File: config.mk
export PLATFORM = sky130hd
export DESIGN_NAME = dfe_edge_adapt
export DESIGN_NICKNAME = d
export VERILOG_FILES = /design/src/rtl/dfe_adapt_pkg.sv /design/src/rtl/edge_corr.sv /design/src/rtl/vote_window.sv /design/src/rtl/dfe_edge_adapt.sv
export SDC_FILE = /design/constraint.sdc
export NUM_CORES = 1
export LEC_CHECK = 0
export CORE_MARGIN = 5
export CORE_UTILIZATION = 55
export CTS_CLUSTER_SIZE = 40
export DETAILED_ROUTE_END_ITERATION = 6
export PLACE_DENSITY = 0.86
export SLEW_MARGIN = 20
export SYNTH_ARGS = -nofsm -noshare
export SYNTH_HDL_FRONTEND = slang
export SYNTH_HIERARCHICAL = 1
export SYNTH_SLANG_ARGS = --single-unit
File: constraint.sdc
create_clock -name clk -period 19.45 [get_ports clk]
set_input_delay 3.89 -clock clk [delete_from_list [all_inputs] [get_ports clk]]
set_output_delay 3.89 -clock clk [all_outputs]
set_load 0.005 [all_outputs]
File: src/rtl/dfe_adapt_pkg.sv
package dfe_adapt_pkg;

    typedef logic [2:0] therm_t;

    typedef struct packed {
        logic act;
        logic up;
    } vote_t;

    localparam int HIST_N = 6;
    localparam int H_NEW  = 0;
    localparam int H_REF  = 1;
    localparam int H_M1   = 2;
    localparam int H_M2   = 3;
    localparam int H_M3   = 4;
    localparam int H_M4   = 5;

    function automatic logic therm_sign(therm_t t);
        return t[1];
    endfunction

    function automatic logic [1:0] therm_level(therm_t t);
        return 2'(t[0]) + 2'(t[1]) + 2'(t[2]);
    endfunction

    function automatic logic is_mirror(therm_t a, therm_t b);
        return (3'(therm_level(a)) + 3'(therm_level(b))) == 3'd3;
    endfunction

    function automatic vote_t make_vote(logic ok, logic resid, logic past_sign);
        vote_t v;
        v.act = ok;
        v.up  = (resid == past_sign);
        return v;
    endfunction

endpackage

File: src/rtl/edge_corr.sv
module edge_corr
    import dfe_adapt_pkg::*;
#(
    parameter bit TC_SEL_D4 = 1'b0
) (
    input  logic                edge_b,
    input  therm_t [HIST_N-1:0] hist,
    output vote_t               fir_v,
    output vote_t               amp_v,
    output vote_t               tc_v
);

    logic qual;
    logic resid;
    logic tc_sign;
    logic unused_outer;

    assign unused_outer = ^{hist[H_M1][0], hist[H_M1][2], hist[H_M2][0], hist[H_M2][2],
                            hist[H_M3][0], hist[H_M3][2], hist[H_M4][0], hist[H_M4][2]};

    always_comb begin
        qual    = is_mirror(hist[H_NEW], hist[H_REF]);
        resid   = edge_b ^ therm_sign(hist[H_REF]);
        tc_sign = TC_SEL_D4 ? therm_sign(hist[H_M4]) : therm_sign(hist[H_M3]);
        fir_v   = make_vote(qual, resid, therm_sign(hist[H_M1]));
        amp_v   = make_vote(qual, resid, therm_sign(hist[H_M2]));
        tc_v    = make_vote(qual, resid, tc_sign);
    end

    // a counted beat is always a real sign change across the edge
    always_comb begin
        if (fir_v.act) begin
            assert_mirror_flip_R2: assert (hist[H_NEW][1] != hist[H_REF][1]);
        end
    end

endmodule

File: src/rtl/vote_window.sv
module vote_window
    import dfe_adapt_pkg::*;
#(
    parameter int NV        = 1,
    parameter int WIN_BEATS = 256,
    parameter int CODE_W    = 6,
    parameter int INIT_CODE = 32
) (
    input  logic              clk,
    input  logic              rst,
    input  logic              in_valid,
    input  vote_t [NV-1:0]    votes,
    output logic [CODE_W-1:0] code
);

    localparam int CNT_W = (WIN_BEATS > 1) ? $clog2(WIN_BEATS) : 1;
    localparam int ACC_W = $clog2(NV * WIN_BEATS + 1) + 2;
    localparam logic [CODE_W-1:0]       CODE_MAX = '1;
    localparam logic [CNT_W-1:0]        CNT_LAST = CNT_W'(WIN_BEATS - 1);
    localparam logic signed [ACC_W-1:0] P_ONE    = ACC_W'(1);
    localparam logic signed [ACC_W-1:0] M_ONE    = -ACC_W'(1);

    logic [CNT_W-1:0]        cnt_q;
    logic signed [ACC_W-1:0] acc_q;
    logic signed [ACC_W-1:0] delta;
    logic signed [ACC_W-1:0] acc_w;
    logic                    last;
    logic                    go_up;
    logic                    go_dn;

    always_comb begin
        delta = '0;
        for (int i = 0; i < NV; i++) begin
            if (votes[i].act) begin
                delta = delta + (votes[i].up ? P_ONE : M_ONE);
            end
        end
        acc_w = acc_q + delta;
        last  = in_valid && (cnt_q == CNT_LAST);
        go_up = !acc_w[ACC_W-1] && (acc_w != '0);
        go_dn = acc_w[ACC_W-1];
    end

    always_ff @(posedge clk) begin
        if (rst) begin
            cnt_q <= '0;
            acc_q <= '0;
            code  <= CODE_W'(INIT_CODE);
        end else if (in_valid) begin
            if (last) begin
                cnt_q <= '0;
                acc_q <= '0;
                if (go_up && code != CODE_MAX) begin
                    code <= code + 1'b1;
                end else if (go_dn && code != '0) begin
                    code <= code - 1'b1;
                end
            end else begin
                cnt_q <= cnt_q + 1'b1;
                acc_q <= acc_w;
            end
        end
    end

    assert_hold_R9: assert property (@(posedge clk) disable iff (rst)
        !last |=> $stable(code));

    assert_one_lsb_R9: assert property (@(posedge clk) disable iff (rst)
        last |=> (code == $past(code)) ||
                 ({1'b0, code} == {1'b0, $past(code)} + 7'd1) ||
                 ({1'b0, code} + 7'd1 == {1'b0, $past(code)}));

    assert_tie_hold_R9: assert property (@(posedge clk) disable iff (rst)
        (last && acc_w == '0) |=> $stable(code));

    assert_top_sat_R10: assert property (@(posedge clk) disable iff (rst)
        (last && code == CODE_MAX) |=> code != '0);

    assert_floor_sat_R10: assert property (@(posedge clk) disable iff (rst)
        (last && code == '0) |=> code != CODE_MAX);

endmodule

File: src/rtl/dfe_edge_adapt.sv
module dfe_edge_adapt
    import dfe_adapt_pkg::*;
#(
    parameter int NSLICE    = 4,
    parameter int CODE_W    = 6,
    parameter int FIR_WIN   = 256,
    parameter int IIR_WIN   = 1024,
    parameter bit TC_SEL_D4 = 1'b0,
    parameter int INIT_CODE = 32
) (
    input  logic                              clk,
    input  logic                              rst,
    input  logic                              in_valid,
    input  logic [NSLICE-1:0]                 edge_bits,
    input  logic [NSLICE-1:0][HIST_N-1:0][2:0] dec_hist,
    output logic [NSLICE-1:0][CODE_W-1:0]     fir_code,
    output logic [CODE_W-1:0]                 iir_amp_code,
    output logic [CODE_W-1:0]                 iir_tc_code
);

    localparam int IIR_BEATS = IIR_WIN / NSLICE;

    vote_t [NSLICE-1:0] fir_votes;
    vote_t [NSLICE-1:0] amp_votes;
    vote_t [NSLICE-1:0] tc_votes;

    for (genvar g = 0; g < NSLICE; g++) begin : g_slice
        edge_corr #(.TC_SEL_D4(TC_SEL_D4)) u_corr (
            .edge_b (edge_bits[g]),
            .hist   (dec_hist[g]),
            .fir_v  (fir_votes[g]),
            .amp_v  (amp_votes[g]),
            .tc_v   (tc_votes[g])
        );

        vote_window #(
            .NV(1), .WIN_BEATS(FIR_WIN), .CODE_W(CODE_W), .INIT_CODE(INIT_CODE)
        ) u_fir (
            .clk      (clk),
            .rst      (rst),
            .in_valid (in_valid),
            .votes    (fir_votes[g:g]),
            .code     (fir_code[g])
        );
    end

    vote_window #(
        .NV(NSLICE), .WIN_BEATS(IIR_BEATS), .CODE_W(CODE_W), .INIT_CODE(INIT_CODE)
    ) u_amp (
        .clk      (clk),
        .rst      (rst),
        .in_valid (in_valid),
        .votes    (amp_votes),
        .code     (iir_amp_code)
    );

    vote_window #(
        .NV(NSLICE), .WIN_BEATS(IIR_BEATS), .CODE_W(CODE_W), .INIT_CODE(INIT_CODE)
    ) u_tc (
        .clk      (clk),
        .rst      (rst),
        .in_valid (in_valid),
        .votes    (tc_votes),
        .code     (iir_tc_code)
    );

endmodule

==> results.py <==
metrics = {
    "outcome": {
        "status": "finished, final reports clean",
    },
    "grt": {
        "grt_first_pass_wirelength_microns": 52500,
        "grt_overflow_total": 0,
        "antenna_found_initial": 0,
        "grt_pass1_vias": 11900,
        "track_usage_pct": 21.1,
        "grt_max_degree": 94,
    },
    "route": {
        "met3_wirelength_microns": 1420,
        "drc": 0,
        "wl_per_cell_microns": 15.0,
        "ant_nets": 0,
        "drt_iter0_drc": 861,
        "maxUsedRoutingLayer": "met4",
        "vias": 12200,
        "m1WireLength_microns": 13500,
        "firstDrtPassIters": 6,
        "met2_length_microns": 15000,
        "vias_per_cell": 6.04,
        "routed_wl_microns": 30300,
    },
    "final_layout": {
        "drive_gt1_share_pct": 6.78,
        "final_cell_area_sq_mm": 0.0151,
        "diodes": 0,
        "layout.nets": 1889,
        "area.growth.synth_to_final_pct": 9.92,
    },
    "logic_synthesis": {
        "synthArstFlopShare_pct": 0,
        "ys_seq_elements": 154,
        "synth_edf_count": 0,
        "ys_types": 87,
        "yosys_warnings": 6,
        "syn_inst": 1663,
        "synth_ff_type": "dfxtp_1",
        "ys_seq_area_share_pct": 22.4,
        "yosysTopAreaCell": "dfxtp_1",
        "netlist.area_leader.share_pct": 22.4,
        "syn-num-nets": 1870,
        "syn_area_sq_mm": 0.0137,
        "synthTopCellsByArea": "dfxtp_1, ha_1, a21oi_1",
        "syn_area_per_cell_sq_um": 8.26,
    },
    "clock_network": {
        "clock_latency_ns": 0.44,
        "cts-root-buf": "clkbuf_16",
        "cts_max_path_buffers": 2,
        "cts_resized": 0,
        "ctsHoldBuffers": 0,
        "h-tree-depth": 4,
        "cts_buffers": 17,
        "cts_tree": "built",
        "clkSlewWorstSetupHoldPaths_ns": 0.07,
        "post-cts-setup-buffers": 0,
        "cts.sinks": 154,
    },
    "worst_setup_path": {
        "required_ns": 19.77,
        "path_common_cell": "fa_1",
        "path_class": "in -> reg",
        "cp_max_fo": 15,
        "cpMaxStageDelayCell": "and3b_1",
        "startpoint_type": "input pin",
        "cp.arrival_ns": 14.34,
        "slowest_delay_ns": 0.67,
        "rrSetupSlack_ns": 14.75,
        "end_kind": "flop",
    },
    "timing": {
        "slew_headroom_pct": 32.5,
        "min_period_ns": 14.02,
        "skew_ns": 0.0150,
        "finalSetupViolCount": 0,
        "slew_violations": 0,
        "tns_ns": 0,
        "fmax_mhz": 71.3,
        "final_hold_viol_count": 0,
        "tightest_slew_ns": 1.01,
        "rsz0062_at_grt": "no",
        "period_share_pct": 72.1,
    },
    "job": {
        "maxCapViolCount": 0,
    },
    "floorplanning": {
        "num_rows": 57,
        "io_pins": 115,
        "dieArea_sq_mm": 0.0282,
        "core_area_sq_mm": 0.0245,
        "initial_core_util_pct": 56.2,
        "dieHeight_microns": 168,
        "die_x_microns": 168,
    },
    "power_and_ir_drop": {
        "vdd_drop_max_mv": 0.0817,
        "powerDensity_mw_per_mm2": 120,
        "leakagePower_nw": 6.35,
    },
    "placement": {
        "placed_area_sq_mm": 0.0146,
        "place_congestion": 0.894,
        "hpwlAfterDp_microns": 21700,
        "port_buffers": 78,
    },
    "min_path": {
        "hp-class": "reg -> reg",
    },
}
## metrics by stage
stage	power, mW	utilization [%]	hold WS (ns)	setup WS [ns]	instances
after global routing	1.97	61.7	0.481	4.87	2019
final	1.81	61.7	0.469	5.43	2019
after global placement	1.43	59.5	0.452	5.28	1987
after floorplan	1.30	-	0.436	6.76	1663
after detailed placement	1.48	59.5	0.458	5.09	1987
after CTS	1.81	61.7	0.468	5.46	2019
## placed cells by master, fill, tap and decap left out, types with 20 or more instances in the layout
master / count
nand3_1: 60
xor2_1: 70
ha_1: 98
nand4_1: 42
clkdlybuf4s50_1: 76
mux2i_1: 44
a21oi_1: 148
dfxtp_1: 154
nor2b_1: 33
nand2b_1: 35
a21o_1: 31
and3_1: 20
inv_1: 53
nand2_1: 131
fa_1: 30
nor3_1: 60
nor2_1: 168
or3_1: 22
xnor2_1: 60
o21ai_0: 51
## Yosys cell counts, types with 20 or more instances
master    instances
a21o_1           31
and3_1           20
dfxtp_1         154
nor2b_1          33
clkbuf_1         55
nand3_1          60
or3_1            22
nand4_1          42
nor2_1          168
xnor2_1          60
xor2_1           70
nand2_1         131
ha_1             98
inv_1            53
fa_1             30
o21ai_0          51
a21oi_1         148
nand2b_1         35
nor3_1           60
mux2i_1          44
## final timing paths
check | start | endpoint | cells past startpoint
hold / removal | u_amp/acc_q[0]$_SDFFE_PP0P_ | u_amp/acc_q[0]$_SDFFE_PP0P_ | 2
hold reg to reg | u_amp/acc_q[0]$_SDFFE_PP0P_ | u_amp/acc_q[0]$_SDFFE_PP0P_ | 2
setup / recovery | dec_hist[0] | u_amp/code[5]$_SDFFE_PP1P_ | 38
setup reg to reg | u_tc/acc_q[0]$_SDFFE_PP0P_ | u_tc/code[5]$_SDFFE_PP1P_ | 18
## flip-flops by register name (all words and copies together), names as in the netlist
| signal | count |
|---|---|
| g_slice.u_fir/acc_q | 44 |
| g_slice.u_fir/cnt_q | 32 |
| g_slice.u_fir/code | 24 |
| u_amp/acc_q | 13 |
| u_amp/cnt_q | 8 |
| u_amp/code | 6 |
| u_tc/acc_q | 13 |
| u_tc/cnt_q | 8 |
| u_tc/code | 6 |
## critical path, delay by kind of cell
kind,cells,cell delay (ns)
fa+ha+maj,10,3.77
simple gates,8,2.93
compound gates,11,2.34
buf+inv,4,0.61
mux,3,0.56
xor+xnor,2,0.25
## routing by layer
layer	GRT usage, %	up-vias
met3	3.82	48
li1	-	5999
met5	0	-
met4	5.72	0
met1	26.3	5827
met2	37.7	318
## final cells by class
| class | instances | area (sq um) |
|---|---|---|
| clock buffers | 19 | 433 |
| inverters | 55 | 206 |
| clock inverters | 13 | 109 |
| flip-flops and latches | 154 | 3080 |
| multi-input cells | 1372 | 10100 |
| fillers | 2051 | 9360 |
| repair buffers | 82 | 806 |
| well taps | 324 | 405 |
## power by group
part | internal [mW] | switching [mW]
Combinational | 0.481 | 0.633
Sequential | 0.350 | 0.0329
Clock | 0.167 | 0.148
## cells by family after synthesis
kind of cell / count (synthesis) / share of synthesized area [%]
AOI/OAI and AO/OA: 369 / 18.2
xor gates and xnor gates: 148 / 11.3
adders and majority gates: 128 / 13.3
buffers and inverters: 137 / 4.34
DFF: 154 / 22.4
muxes: 64 / 5.23
and+or+nand+nor: 663 / 25.2
Power figures use the tool's default switching activity.
